===== src/rtl/pwrstop_pkg.sv =====
package pwrstop_pkg;
    localparam int REG_W    = 8;
    localparam int NMI_N    = 3;
    localparam int IDX_W    = $clog2(REG_W);
    localparam int STP_POS  = 1;
    localparam int GRP_POS  = 4;
    localparam int NMI_LSB  = 5;
    localparam logic [REG_W-1:0] RW_MASK = 8'hF2;

    typedef enum logic [1:0] {
        BOP_NONE = 2'b00,
        BOP_SET  = 2'b01,
        BOP_CLR  = 2'b10,
        BOP_INV  = 2'b11
    } bit_op_e;

    typedef enum logic {
        ST_RUN  = 1'b0,
        ST_STOP = 1'b1
    } pwr_state_e;
endpackage


===== src/rtl/pwrstop_guard.sv =====
module pwrstop_guard (
    input  logic clk,
    input  logic rst_n,
    input  logic cmd_unlock,
    input  logic bus_other,
    input  logic wr_any,
    input  logic wr_from_dma,
    input  logic stop_bit,
    output logic wr_accept
);
    logic armed_q;

    always_ff @(posedge clk) begin
        if (!rst_n) begin
            armed_q <= 1'b0;
        end else if (cmd_unlock) begin
            armed_q <= 1'b1;
        end else if (wr_any || bus_other) begin
            armed_q <= 1'b0;
        end
    end

    assign wr_accept = armed_q && wr_any && !wr_from_dma && !stop_bit;
endmodule


===== src/rtl/pwrstop_regfile.sv =====
module pwrstop_regfile
    import pwrstop_pkg::*;
(
    input  logic             clk,
    input  logic             rst_n,
    input  logic             wr_accept,
    input  logic             wr_byte_en,
    input  logic [REG_W-1:0] wr_byte_data,
    input  logic [IDX_W-1:0] wr_bit_idx,
    input  logic [1:0]       wr_bit_op,
    input  logic             clr_stop,
    output logic [REG_W-1:0] reg_q
);
    logic [REG_W-1:0] cand;
    logic [REG_W-1:0] next_val;

    always_comb begin
        cand = reg_q;
        if (wr_byte_en) begin
            cand = wr_byte_data;
        end else begin
            unique case (bit_op_e'(wr_bit_op))
                BOP_SET:  cand[wr_bit_idx] = 1'b1;
                BOP_CLR:  cand[wr_bit_idx] = 1'b0;
                BOP_INV:  cand[wr_bit_idx] = ~reg_q[wr_bit_idx];
                BOP_NONE: cand = reg_q;
            endcase
        end
        next_val = cand & RW_MASK;
        if (next_val[STP_POS] && !reg_q[STP_POS]) begin
            next_val[REG_W-1:GRP_POS] = reg_q[REG_W-1:GRP_POS];
        end
    end

    always_ff @(posedge clk) begin
        if (!rst_n) begin
            reg_q <= '0;
        end else if (clr_stop) begin
            reg_q[STP_POS] <= 1'b0;
        end else if (wr_accept) begin
            reg_q <= next_val;
        end
    end
endmodule


===== src/rtl/pwrstop_wake.sv =====
module pwrstop_wake
    import pwrstop_pkg::*;
(
    input  logic [REG_W-1:0] reg_q,
    input  logic [NMI_N-1:0] nmi_req,
    input  logic             irq_req,
    input  logic             irq_src_masked,
    output logic             wake_req
);
    logic [NMI_N-1:0] nmi_ok;

    for (genvar i = 0; i < NMI_N; i++) begin : g_nmi
        assign nmi_ok[i] = nmi_req[i] && !reg_q[NMI_LSB+i];
    end

    assign wake_req = (|nmi_ok) || (irq_req && !reg_q[GRP_POS] && !irq_src_masked);
endmodule


===== src/rtl/pwrstop_fsm.sv =====
module pwrstop_fsm
    import pwrstop_pkg::*;
(
    input  logic clk,
    input  logic rst_n,
    input  logic stop_bit,
    input  logic wake_req,
    output logic stop_active,
    output logic core_clk_en,
    output logic clr_stop
);
    pwr_state_e state_q, state_d;

    always_comb begin
        state_d = state_q;
        unique case (state_q)
            ST_RUN:  if (stop_bit) state_d = ST_STOP;
            ST_STOP: if (wake_req) state_d = ST_RUN;
        endcase
    end

    always_ff @(posedge clk) begin
        if (!rst_n) state_q <= ST_RUN;
        else        state_q <= state_d;
    end

    always_comb begin
        stop_active = 1'b0;
        core_clk_en = 1'b1;
        clr_stop    = 1'b0;
        unique case (state_q)
            ST_RUN: begin
                stop_active = 1'b0;
                core_clk_en = 1'b1;
            end
            ST_STOP: begin
                stop_active = 1'b1;
                core_clk_en = 1'b0;
                clr_stop    = wake_req;
            end
        endcase
    end
endmodule


===== src/rtl/pwr_stop_ctrl.sv =====
module pwr_stop_ctrl
    import pwrstop_pkg::*;
(
    input  logic             clk,
    input  logic             rst_n,
    input  logic             cmd_unlock,
    input  logic             bus_other,
    input  logic             wr_byte_en,
    input  logic [REG_W-1:0] wr_byte_data,
    input  logic             wr_bit_en,
    input  logic [IDX_W-1:0] wr_bit_idx,
    input  logic [1:0]       wr_bit_op,
    input  logic             wr_from_dma,
    input  logic [NMI_N-1:0] nmi_req,
    input  logic             irq_req,
    input  logic             irq_src_masked,
    output logic             stop_active,
    output logic             core_clk_en,
    output logic [REG_W-1:0] rd_data
);
    logic             wr_accept;
    logic             clr_stop;
    logic             wake_req;
    logic [REG_W-1:0] reg_q;

    pwrstop_guard u_guard (
        .clk         (clk),
        .rst_n       (rst_n),
        .cmd_unlock  (cmd_unlock),
        .bus_other   (bus_other),
        .wr_any      (wr_byte_en || wr_bit_en),
        .wr_from_dma (wr_from_dma),
        .stop_bit    (reg_q[STP_POS]),
        .wr_accept   (wr_accept)
    );

    pwrstop_regfile u_reg (
        .clk          (clk),
        .rst_n        (rst_n),
        .wr_accept    (wr_accept),
        .wr_byte_en   (wr_byte_en),
        .wr_byte_data (wr_byte_data),
        .wr_bit_idx   (wr_bit_idx),
        .wr_bit_op    (wr_bit_op),
        .clr_stop     (clr_stop),
        .reg_q        (reg_q)
    );

    pwrstop_wake u_wake (
        .reg_q          (reg_q),
        .nmi_req        (nmi_req),
        .irq_req        (irq_req),
        .irq_src_masked (irq_src_masked),
        .wake_req       (wake_req)
    );

    pwrstop_fsm u_fsm (
        .clk         (clk),
        .rst_n       (rst_n),
        .stop_bit    (reg_q[STP_POS]),
        .wake_req    (wake_req),
        .stop_active (stop_active),
        .core_clk_en (core_clk_en),
        .clr_stop    (clr_stop)
    );

    assign rd_data = reg_q;
endmodule


===== config.mk =====
export PLATFORM = sky130hd
export DESIGN_NAME = pwr_stop_ctrl
export DESIGN_NICKNAME = d
export VERILOG_FILES = /design/src/rtl/pwrstop_pkg.sv /design/src/rtl/pwrstop_guard.sv /design/src/rtl/pwrstop_regfile.sv /design/src/rtl/pwrstop_wake.sv /design/src/rtl/pwrstop_fsm.sv /design/src/rtl/pwr_stop_ctrl.sv
export SDC_FILE = /design/constraint.sdc
export NUM_CORES = 1
export LEC_CHECK = 0
export CORE_MARGIN = 2
export CORE_UTILIZATION = 42
export CTS_BUF_LIST = sky130_fd_sc_hd__clkbuf_4
export CTS_CLUSTER_SIZE = 16
export DETAILED_ROUTE_END_ITERATION = 7
export PLACE_DENSITY = 0.89
export SYNTH_ARGS = -nofsm -noshare
export SYNTH_HDL_FRONTEND = slang
export SYNTH_HIERARCHICAL = 1
export SYNTH_SLANG_ARGS = --single-unit
export TNS_END_PERCENT = 20

===== constraint.sdc =====
create_clock -name clk -period 3.8 [get_ports clk]
set_input_delay 0.76 -clock clk [delete_from_list [all_inputs] [get_ports clk]]
set_output_delay 0.76 -clock clk [all_outputs]
set_load 0.05 [all_outputs]

[After elaboration in Yosys (flattened, before gate mapping)]
Index checks and enable logic that the tools add are counted.
Operators by class
  magnitude comparators: 2
  equality and inequality tests: 4
  muxes and demuxes: 15
  bitwise gates (word level): 8
  reductions and logical operators: 25
Operator list (count)
  8-bit case mux with 4 select lines: 1
  1-bit logical AND: 10
  8-bit AND: 1
  8-bit bitwise mux: 1
  8-bit two-way mux: 1
  8-bit NOT: 1
  8-bit OR: 1
  1-bit logical NOT: 7
  1-bit two-way mux: 7
  1-bit case mux with 2 select lines: 3
  1-bit NOT: 5
  2-bit == test (second input constant): 2
  3-bit by 4-bit less-than comparator with 1-bit output (second input constant): 1
  4-bit AND reduction: 1
  1-bit binary-select mux with 3-bit select: 1
  1-bit demux with 3-bit select: 1
  3-bit by 1-bit >= comparator with 1-bit output (second input constant): 1
  1-bit logical OR: 3
  3-bit OR reduction: 1
  2-bit by 1-bit == test with 1-bit output (second input constant): 1
  2-bit logical NOT: 1
  2-bit inequality test (second input constant): 1
  2-bit nonzero test: 1
  2-bit OR reduction: 1
Word-level totals
  flip-flop bits (word level): 7
  bits of input ports: 25
  output and inout port bits: 10
  word-level logic and storage cells: 58

[Longest topological paths before layout]
Gate-level depths: netlist of run 1.
  word-level depth: 11
  depth in mapped cells: 6
  mapped depth without buffers: 6

[By module]
Netlist of run 1, hierarchy kept.
By module, submodules not included
  pwrstop_regfile: instances 1, cells an instance 60, area each 480.5 um2, seq. area each 100.1 um2
  pwrstop_fsm: instances 1, cells an instance 6, area each 62.6 um2, seq. area each 20.0 um2
  pwrstop_guard: instances 1, cells an instance 5, area each 48.8 um2, seq. area each 20.0 um2
  pwrstop_wake: instances 1, cells an instance 5, area each 33.8 um2, seq. area each 0.0 um2
  pwr_stop_ctrl: instances 1, cells an instance 1, area each 6.3 um2, seq. area each 0.0 um2

[Worst setup path before layout of run 1]
OpenSTA, ideal clock, no wires.
  path kind: input port to flip-flop
  start: input port wr_bit_idx[2]
  end: register u_reg.reg_q[1]
  library setup time: 0.087 ns
  arrival time: 1.752 ns
  required time: 3.713 ns
  setup slack: 1.961 ns
  cell stages on the path: 5
  cells stage by stage: buf_2 nor3b_2 a21oi_1 o311a_1 nor4b_2
Between the ends
  longest elaborated chain between the ends: 8
  elaborated cells between the ends (all ways): 14
  classes of those cells: order compare: 2; mux: 7; bitwise: 4; reduce/logical: 1
Ends and longest elaborated chain
  from (decl): RTL line pwr_stop_ctrl.sv:11  | input logic [IDX_W-1:0] wr_bit_idx,
  3-bit by 4-bit less-than comparator with 1-bit output (implied by the code) / 3-bit by 1-bit >= comparator with 1-bit output (equally long branches): RTL line pwrstop_regfile.sv:23, pwrstop_regfile.sv:24, pwrstop_regfile.sv:25
  1-bit logical AND (implied by the code): RTL line pwrstop_regfile.sv:23, pwrstop_regfile.sv:24, pwrstop_regfile.sv:25
  1-bit two-way mux (implied by the code): RTL line pwrstop_regfile.sv:23, pwrstop_regfile.sv:24, pwrstop_regfile.sv:25
  1-bit demux with 3-bit select
  8-bit NOT (no source line)
  8-bit AND (no source line)
  8-bit case mux with 4 select lines (*): RTL line pwrstop_regfile.sv:22  | unique case (bit_op_e'(wr_bit_op))
  8-bit two-way mux (*): RTL line pwrstop_regfile.sv:19  | if (wr_byte_en) begin
  to (signal assigned): RTL line pwrstop_regfile.sv:41  | reg_q <= next_val;
  to (decl): RTL line pwrstop_regfile.sv:12  | output logic [REG_W-1:0] reg_q
Every way passes the cells marked *; elsewhere a longest branch is shown, timed or not. The select of a mux whose other input is x is not followed.
A chain may end at the register's enable or synchronous reset.

[Worst setup path in the final report of run 1]
  start: input port wr_byte_en
  end: register u_reg.reg_q[4]
Between the ends
  longest elaborated chain between the ends: 5
  elaborated cells between the ends (all ways): 9
  classes of those cells: eq/ne: 1; mux: 1; bitwise: 1; reduce/logical: 6
Ends and longest elaborated chain
  from (decl): RTL line pwr_stop_ctrl.sv:8  | input logic wr_byte_en,
  1-bit logical OR: RTL line pwr_stop_ctrl.sv:31  | .wr_any (wr_byte_en || wr_bit_en),
  1-bit logical AND (3 in a row): RTL line pwrstop_guard.sv:23  | assign wr_accept = armed_q && wr_any && !wr_from_dma && !stop_bit;
  named net wr_accept: RTL line pwr_stop_ctrl.sv:21  | logic wr_accept;
  4-bit AND reduction (no source line)
The timed path passes the listed nets, and every way through them passes these cells.

==> metrics.txt, run 1 <==
cts hold-fix bufs=0; FFs w/ async S/R, synth=0; Worst slew margin=0.6060; setup TNS=0 ns; Die ar.=1831 sq um; clock buffer depth=2; post-route ant nets=0; Peak VDD IR=218.5 uV; post-synth cell types=36; largest net degree at the start of global routing=20; Post-CTS Setup Repair Bufs=0; share of layout cells above drive strength 1=0.09615; root buffer cell=clkbuf_4; DR pass1 iterations=4; #FFs+latches synth=7; Detail Placement HPWL=1205 um; worst slack, placed=0.9358 ns; total of max-cap violations=0; routed length per instance=13.67 um; final-report setup violation count=0; Ys Warns=6; critical path endpoint category=register; Synth Flop Type=dfxtp_1; H-tree levels=1; CTS Buf Count=3; die width=42.79 um; Row Count=13; vias in the first global route=635; Final Cycle Share=0.6957; FILL cells=123; Core ar.=1350 sq um; initial antenna violation count=0; final core utilization=0.6821; wire length of the first global-routing pass=2622 um; CTS Sinks=7; Clk pin slew, worst setup/hold paths=0.05 ns; IO Count=35; Initial Utilization=0.4680; worst hold path type=register to register; CTS tree=yes; highest-count cells in the layout ignoring fill and taps=28 x clkdlybuf4s50_1, 7 x dfxtp_1, 6 x nand2b_1; Reg-to-Reg End=u_reg/reg_q[5]; Die Y=42.79 um; Worst Clk Skew=0.0008621 ns; most common cell after layout, fill and taps aside=clkdlybuf4s50_1; Vias=706; Power per Cell Area=246.3 nW/um^2; setup ws final=1.156 ns; total chip power=0.2268 mW; WP data required=3.95 ns; total gr overflow=0; critical path class=input port to register; Clock Latency Late Sink=0.25 ns; ant diodes=0; Nets=130; setup repair after global routing missed its margin=false; Fin. Hold Viols=0; critical hold path startpoint=u_fsm/state_q; Slew @ Worst Pin=0.5892 ns; Post-Syn Area=631.9 sq um; Hold Path Depth=2; R2R Path Start=u_reg/reg_q[1]; Global Route Usage Sum=0.1845; Area Growth Syn to Fin=45.74%; post-cts sizing count=0; LEAKAGE=0.3182 nW; share of the yosys chip area belonging to registers=0.2218; min Tclk post-route=2.644 ns; drt total wl=1627 um; Post-Synthesis Cells=77; EDFF count, synth=0; Avg Synthesized Cell Area=8.206 sq um; Min-Delay Endpoint=u_fsm/state_q; worst-case reg-to-reg path depth=3; fmax=378.3 MHz; Max Transition Viols Final=0; R2R setup slack=2.21 ns; GP Congestion=0.7640; worst-path fanout max=19; status=finished clean; Critical Path Start Type=input port; port bufs=28; worst hold margin=0.5217 ns; Iter 0 DRT Violations=17; DRC=0; Worst Path Arrival=2.79 ns; Via-to-Cell Ratio=5.933
[state kept, by name, summed over array words and instances (netlist names)]
| name | flops |
|---|---|
| u_reg/reg_q | 5 |
| u_guard/armed_q | 1 |
| u_fsm/state_q | 1 |
[metrics by stage]
step / cell area (sq um) / std cells
after CTS: 920.9 / 119
after detailed placement: 890.9 / 115
final: 920.9 / 119
after global placement: 890.9 / 115
after floorplan: 639.4 / 79
after global routing: 920.9 / 119
[logic make-up (layout without fill, tap and decap cells)]
logic type,after synthesis,after routing,synth area share
buf+inv,10,35,0.09306
compound gates,23,23,0.2931
other cells,1,3,0.005935
simple gates,36,36,0.3861
flops,7,7,0.2218
[cell usage after synthesis, drive strengths merged (2+ instances only)]
| cell type | n | area [sq um] |
|---|---|---|
| nor2 | 5 | 18.77 |
| dfxtp | 7 | 140.1 |
| nand2 | 5 | 18.77 |
| a21oi | 2 | 10.01 |
| o21a | 2 | 15.01 |
| o41ai | 3 | 26.28 |
| nor3 | 2 | 10.01 |
| o211ai | 4 | 30.03 |
| nand4 | 2 | 12.51 |
| nor3b | 4 | 40.03 |
| inv | 3 | 11.26 |
| nand2b | 7 | 51.30 |
| a221o | 3 | 30.03 |
| a211oi | 2 | 15.01 |
| nand3b | 3 | 22.52 |
| buf | 6 | 43.79 |
| o31ai | 2 | 15.01 |
[critical path, stage by stage]
cell             delay (ns)
clkdlybuf4s50_1        0.84
or2_1                  0.21
nand2_1                0.06
nor3_1                 0.33
nand3b_1               0.23
o41ai_1                0.36
[cell type report]
class	instances	area, sq um	area share
Inverter	3	11.26	0.01223
Clock buffer	4	30.03	0.03261
Timing Repair Buffer	28	280.3	0.3043
Tap cell	15	18.77	0.02038
Multi-Input combinational cell	62	440.4	0.4783
Sequential cell	7	140.1	0.1522
[where the power goes]
part | internal (mW) | switching (mW)
Combinational | 0.0356 | 0.0376
Clock | 0.0472 | 0.0276
Sequential | 0.0759 | 0.00291
[worst max path at each step]
stage / startpoint / end / slack, ns / cells after the start
6_report: wr_byte_en / u_reg/reg_q[4] / 1.16 / 6
5_1_grt: wr_byte_en / u_reg/reg_q[4] / 0.98 / 6
4_1_cts: wr_byte_en / u_reg/reg_q[4] / 1.19 / 6
3_5_place_dp: wr_byte_en / u_reg/reg_q[4] / 0.94 / 6
3_3_place_gp: wr_byte_en / u_reg/reg_q[4] / 0.96 / 6
2_1_floorplan: wr_bit_idx[2] / u_reg/reg_q[1] / 1.96 / 5
[routing by layer]
layer  GRT usage  vias to the layer above  wire length [um]
met2      0.3242                       29               783
met1      0.2107                      329               729
met5           0                        -                 0
li1            -                      344                 -
met4     0.03750                        0                21
met3     0.06809                        4                93
Note: power is estimated with default switching activity, not from simulation.
==> inputs of run 2 (changes only) <==
Settings changed: CORE_UTILIZATION 42 to 39, PLACE_DENSITY 0.89 to 0.84.
Clock period 3.8 ns to 2.6 ns, I/O delays scaled along.
==> metrics.txt, run 2 (synthesis gave the netlist of run 1 again) <==
CTS tree=yes; post-route ant nets=0; Reg-to-Reg End=u_reg/reg_q[4]; worst-case reg-to-reg path depth=3; IO Count=35; Power per Cell Area=360.1 nW/um^2; Fin. Hold Viols=0; Via-to-Cell Ratio=5.869; R2R Path Start=u_reg/reg_q[1]; largest net degree at the start of global routing=19; total of max-cap violations=0; min Tclk post-route=2.129 ns; setup repair after global routing missed its margin=false; GP Congestion=0.7101; worst hold path type=register to register; Min-Delay Endpoint=u_fsm/state_q; H-tree levels=1; initial antenna violation count=0; Worst slew margin=0.6664; Final Cycle Share=0.8188; DRC=0; Worst Clk Skew=0.007327 ns; cts hold-fix bufs=0; wire length of the first global-routing pass=3008 um; CTS Sinks=7; Clock Latency Late Sink=0.25 ns; Top Registers=u_reg/reg_q: 5 flops, u_fsm/state_q: 1 flops, u_guard/armed_q: 1 flops; R2R setup slack=0.99 ns; most common cell after layout, fill and taps aside=clkdlybuf4s50_1; status=finished clean; Die Y=44.25 um; Slew @ Worst Pin=0.4988 ns; drt total wl=1764 um; fmax=469.7 MHz; critical hold path startpoint=u_fsm/state_q; highest-count cells in the layout ignoring fill and taps=28 x clkdlybuf4s50_1, 7 x dfxtp_1, 6 x nand2b_1; Initial Utilization=0.4194; total gr overflow=0; port bufs=28; Iter 0 DRT Violations=32; CP max-delay cell=clkdlybuf4s50_1; Die ar.=1958 sq um; Area Growth Syn to Fin=48.32%; Critical Path Start Type=register; die width=44.25 um; worst hold margin=0.5288 ns; Detail Placement HPWL=1291 um; Clk pin slew, worst setup/hold paths=0.06 ns; CTS Buf Count=3; Core ar.=1506 sq um; DR pass1 iterations=4; worst-path fanout max=8; WP data required=2.08 ns; Crit path max-delay family=buffers and inverters; clock buffer depth=2; vias in the first global route=691; critical path class=register to output port; share of layout cells above drive strength 1=0.1132; ant diodes=0; Worst Path Arrival=1.61 ns; post-cts sizing count=0; Peak VDD IR=192.0 uV; Max Transition Viols Final=0; worst path bufs/invs=1; Vias=716; Post-CTS Setup Repair Bufs=0; Row Count=14; Hold Path Depth=2; largest register by flop count=u_reg/reg_q; Largest register FFs=5; Nets=132; root buffer cell=clkbuf_4; routed length per instance=14.46 um; CP Depth=1; critical path endpoint category=output port; final-report setup violation count=0; LEAKAGE=0.3278 nW; setup TNS=0 ns; Cell Chain, Critical Path=clkdlybuf4s50_1; CP max stage delay=0.87 ns; Global Route Usage Sum=0.2091
[run 2: cell count changes in the layout (fill, tap and decap cells not counted), sizes merged]
cell	previous run	this run
buf	0	2
[run 2: per-layer routing]
metal,up-vias,GRT usage,wire (um),part of all wire
li1,349,-,-,-
met1,323,0.2294,699,0.40
met2,44,0.3882,920,0.52
met3,0,0.04898,144,0.082
met4,0,0.07273,0,0
met5,-,0,0,0
[run 2: worst max path at each step]
stage	start	endpoint	slack (ns)
2_1_floorplan	u_reg/reg_q[1]	u_reg/reg_q[4]	0.82
3_3_place_gp	wr_byte_en	u_reg/reg_q[4]	0.39
3_5_place_dp	wr_byte_en	u_reg/reg_q[4]	0.34
4_1_cts	u_reg/reg_q[1]	rd_data[1]	0.46
5_1_grt	u_reg/reg_q[1]	rd_data[1]	0.40
6_report	u_reg/reg_q[1]	rd_data[1]	0.47
[run 2: final cells by class]
cell class | count | area (sq um)
fill | 142 | 569.3
multi-input combinational | 62 | 440.4
timing repair buffer | 30 | 295.3
sequential | 7 | 140.1
clock buffer | 4 | 30.03
tap | 16 | 20.02
inverter | 3 | 11.26
[run 2: power breakdown]
group	internal [mW]	total, mW	switching (mW)
Clock	0.0692	0.112	0.0429
Combinational	0.0540	0.110	0.0562
Sequential	0.111	0.115	0.00450
Total	0.234	0.337	0.104
[run 2: worst register-to-register path: cells and delay by family (launching register included)]
| family | cells | cell delay [ns] |
|---|---|---|
| compound gates | 2 | 0.79 |
| simple gates | 1 | 0.23 |
| flops | 1 | 0.49 |
[run 2: through the flow]
step / setup slack [ns] / instances / instance area [sq um] / total power, mW / util
2_1_floorplan: 0.8166 / 79 / 639.4 / 0.1803 / -
3_3_place_gp: 0.3926 / 118 / 907.1 / 0.2241 / 0.6022
3_5_place_dp: 0.3368 / 118 / 907.1 / 0.2261 / 0.6022
4_1_cts: 0.4570 / 122 / 937.1 / 0.3393 / 0.6221
5_1_grt: 0.4024 / 122 / 937.1 / 0.3579 / 0.6221
6_report: 0.4712 / 122 / 937.1 / 0.3375 / 0.6221
==> inputs of run 3 (changes only) <==
Settings changed: CORE_UTILIZATION 39 to 35, PLACE_DENSITY 0.84 to 0.8.
Clock period 2.6 ns to 1.7 ns, I/O delays scaled along.
==> metrics.txt, run 3 (synthesis gave the netlist of run 1 again) <==
CTS Buf Count=3; WP data required=1.84 ns; initial antenna violation count=0; Worst Path Arrival=1.84 ns; share of layout cells above drive strength 1=0.3305; Critical Path Source=wr_bit_op[0]; worst hold path type=register to register; CTS Sinks=7; worst-path fanout max=8; Sequential Power Share=0.330; Nets=144; Worst Clk Skew=0.003079 ns; setup repair after global routing missed its margin=true; Global Route Usage Sum=0.1794; Max Transition Viols Final=0; setup ws final=-0.003459 ns; critical hold path startpoint=u_fsm/state_q; wire length of the first global-routing pass=2746 um; setup TNS=-0.003459 ns; clock buffer depth=2; critical path class=input port to register; critical path endpoint category=register; Largest register FFs=5; failing checks=setup timing; IO Count=35; Clock Latency Late Sink=0.25 ns; Switch Pwr=0.1634 mW; Final Cycle Share=1.002; LEAKAGE=0.4452 nW; root buffer cell=clkbuf_4; Hold Path Depth=2; Power per Cell Area=502.9 nW/um^2; CTS tree=yes; Critical Path Start Type=input port; worst-case reg-to-reg path depth=3; largest net degree at the start of global routing=10; GP Congestion=0.7526; post-route ant nets=0; Row Count=15; placed cell count=138; Fin. Hold Viols=0; Reg-to-Reg End=u_reg/reg_q[5]; DRC=0; Via-to-Cell Ratio=5.273; R2R setup slack=0.13 ns; Int Pwr=0.3739 mW; R2R Path Start=u_reg/reg_q[1]; fmax=587.0 MHz; most common cell after layout, fill and taps aside=buf_4; largest register by flop count=u_reg/reg_q; Combinational Power Share=0.357; Detail Placement HPWL=1400 um; vias in the first global route=676; Peak VDD IR=496.8 uV; port bufs=28; total chip power=0.5373 mW; final-report setup violation count=1; Die ar.=2161 sq um; min Tclk post-route=1.703 ns; status=complete, but fails checks; Min-Delay Endpoint=u_fsm/state_q; die width=46.49 um; worst hold margin=0.5249 ns; total gr overflow=0; Clk pin slew, worst setup/hold paths=0.05 ns; Area Growth Syn to Fin=69.11%; DR pass1 iterations=4; Iter 0 DRT Violations=8; Top Registers=u_reg/reg_q: 5 flops, u_fsm/state_q: 1 flops, u_guard/armed_q: 1 flops; Sw Ratio=0.3042; Die Y=46.49 um; total of max-cap violations=0; Vias=754; Initial Utilization=0.3700; routed length per instance=12.73 um; ant diodes=0; Core ar.=1708 sq um; drt total wl=1821 um; highest-count cells in the layout ignoring fill and taps=21 x buf_4, 18 x clkdlybuf4s50_1, 6 x nand2b_1; Post-Layout Cell Count=143; H-tree levels=1; clock network fraction of design power=0.313; worst slack, placed=-0.3060 ns
run 3: changes by cell type in the layout (fill, tap and decap cells not counted), moves of 2 or more:
cell / before / now
buf_4: 2 / 21
o41ai_1: 3 / 1
dfxtp_2: 0 / 4
o41ai_2: 0 / 2
dlymetal6s2s_1: 0 / 3
dfxtp_1: 7 / 3
clkdlybuf4s50_1: 28 / 18
run 3: metal layers:
layer	vias up	wire [um]	GRT usage
li1	373	-	-
met1	351	749	0.1958
met2	28	952	0.3167
met3	2	103	0.07059
met4	0	15	0.05143
met5	-	0	0
run 3: cell type report:
class / count / area [sq um]
Sequential cell: 7 / 145.1
Clock buffer: 4 / 30.03
Tap cell: 25 / 31.28
Fill cell: 149 / 639.4
Multi-Input combinational cell: 62 / 475.5
Inverter: 3 / 11.26
Timing Repair Buffer: 42 / 375.4
run 3: how the worst max path moves through the flow:
stage                endpoint  slack, ns
6_report       u_reg/reg_q[5]     -0.003
5_1_grt        u_reg/reg_q[4]      -0.04
3_3_place_gp   u_reg/reg_q[4]      -0.21
3_5_place_dp   u_reg/reg_q[6]      -0.31
2_1_floorplan  u_reg/reg_q[4]       0.01
4_1_cts        u_reg/reg_q[6]       0.02
run 3: worst max-delay path, stage by stage:
cell	delay [ns]
clkdlybuf4s50_1	0.47
nor3b_1	0.17
a221o_2	0.48
o41ai_1	0.39
run 3: power by group through the flow:
stage | clock network, mW | logic (mW) | registers (mW)
2_1_floorplan | 0 | 0.0844 | 0.192
3_3_place_gp | 0 | 0.177 | 0.180
3_5_place_dp | 0 | 0.182 | 0.180
4_1_cts | 0.172 | 0.183 | 0.177
5_1_grt | 0.184 | 0.205 | 0.178
6_report | 0.168 | 0.192 | 0.177
run 3: per-stage QoR:
stage / cell area (sq um) / utilization
finish: 1069 / 0.6256
global route: 1069 / 0.6256
CTS: 1023 / 0.5993
detailed placement: 988.4 / 0.5788
global placement: 988.4 / 0.5788
floorplan: 644.4 / -
run 3: what timing repair did:
action / CTS / global route
cloned: 0 / 0
endpoints found under the setup margin: 2 / 5
pin swaps: 0 / 4
hold buffers: 0 / 0
setup buffers: 0 / 1
gates resized for setup: 1 / 9
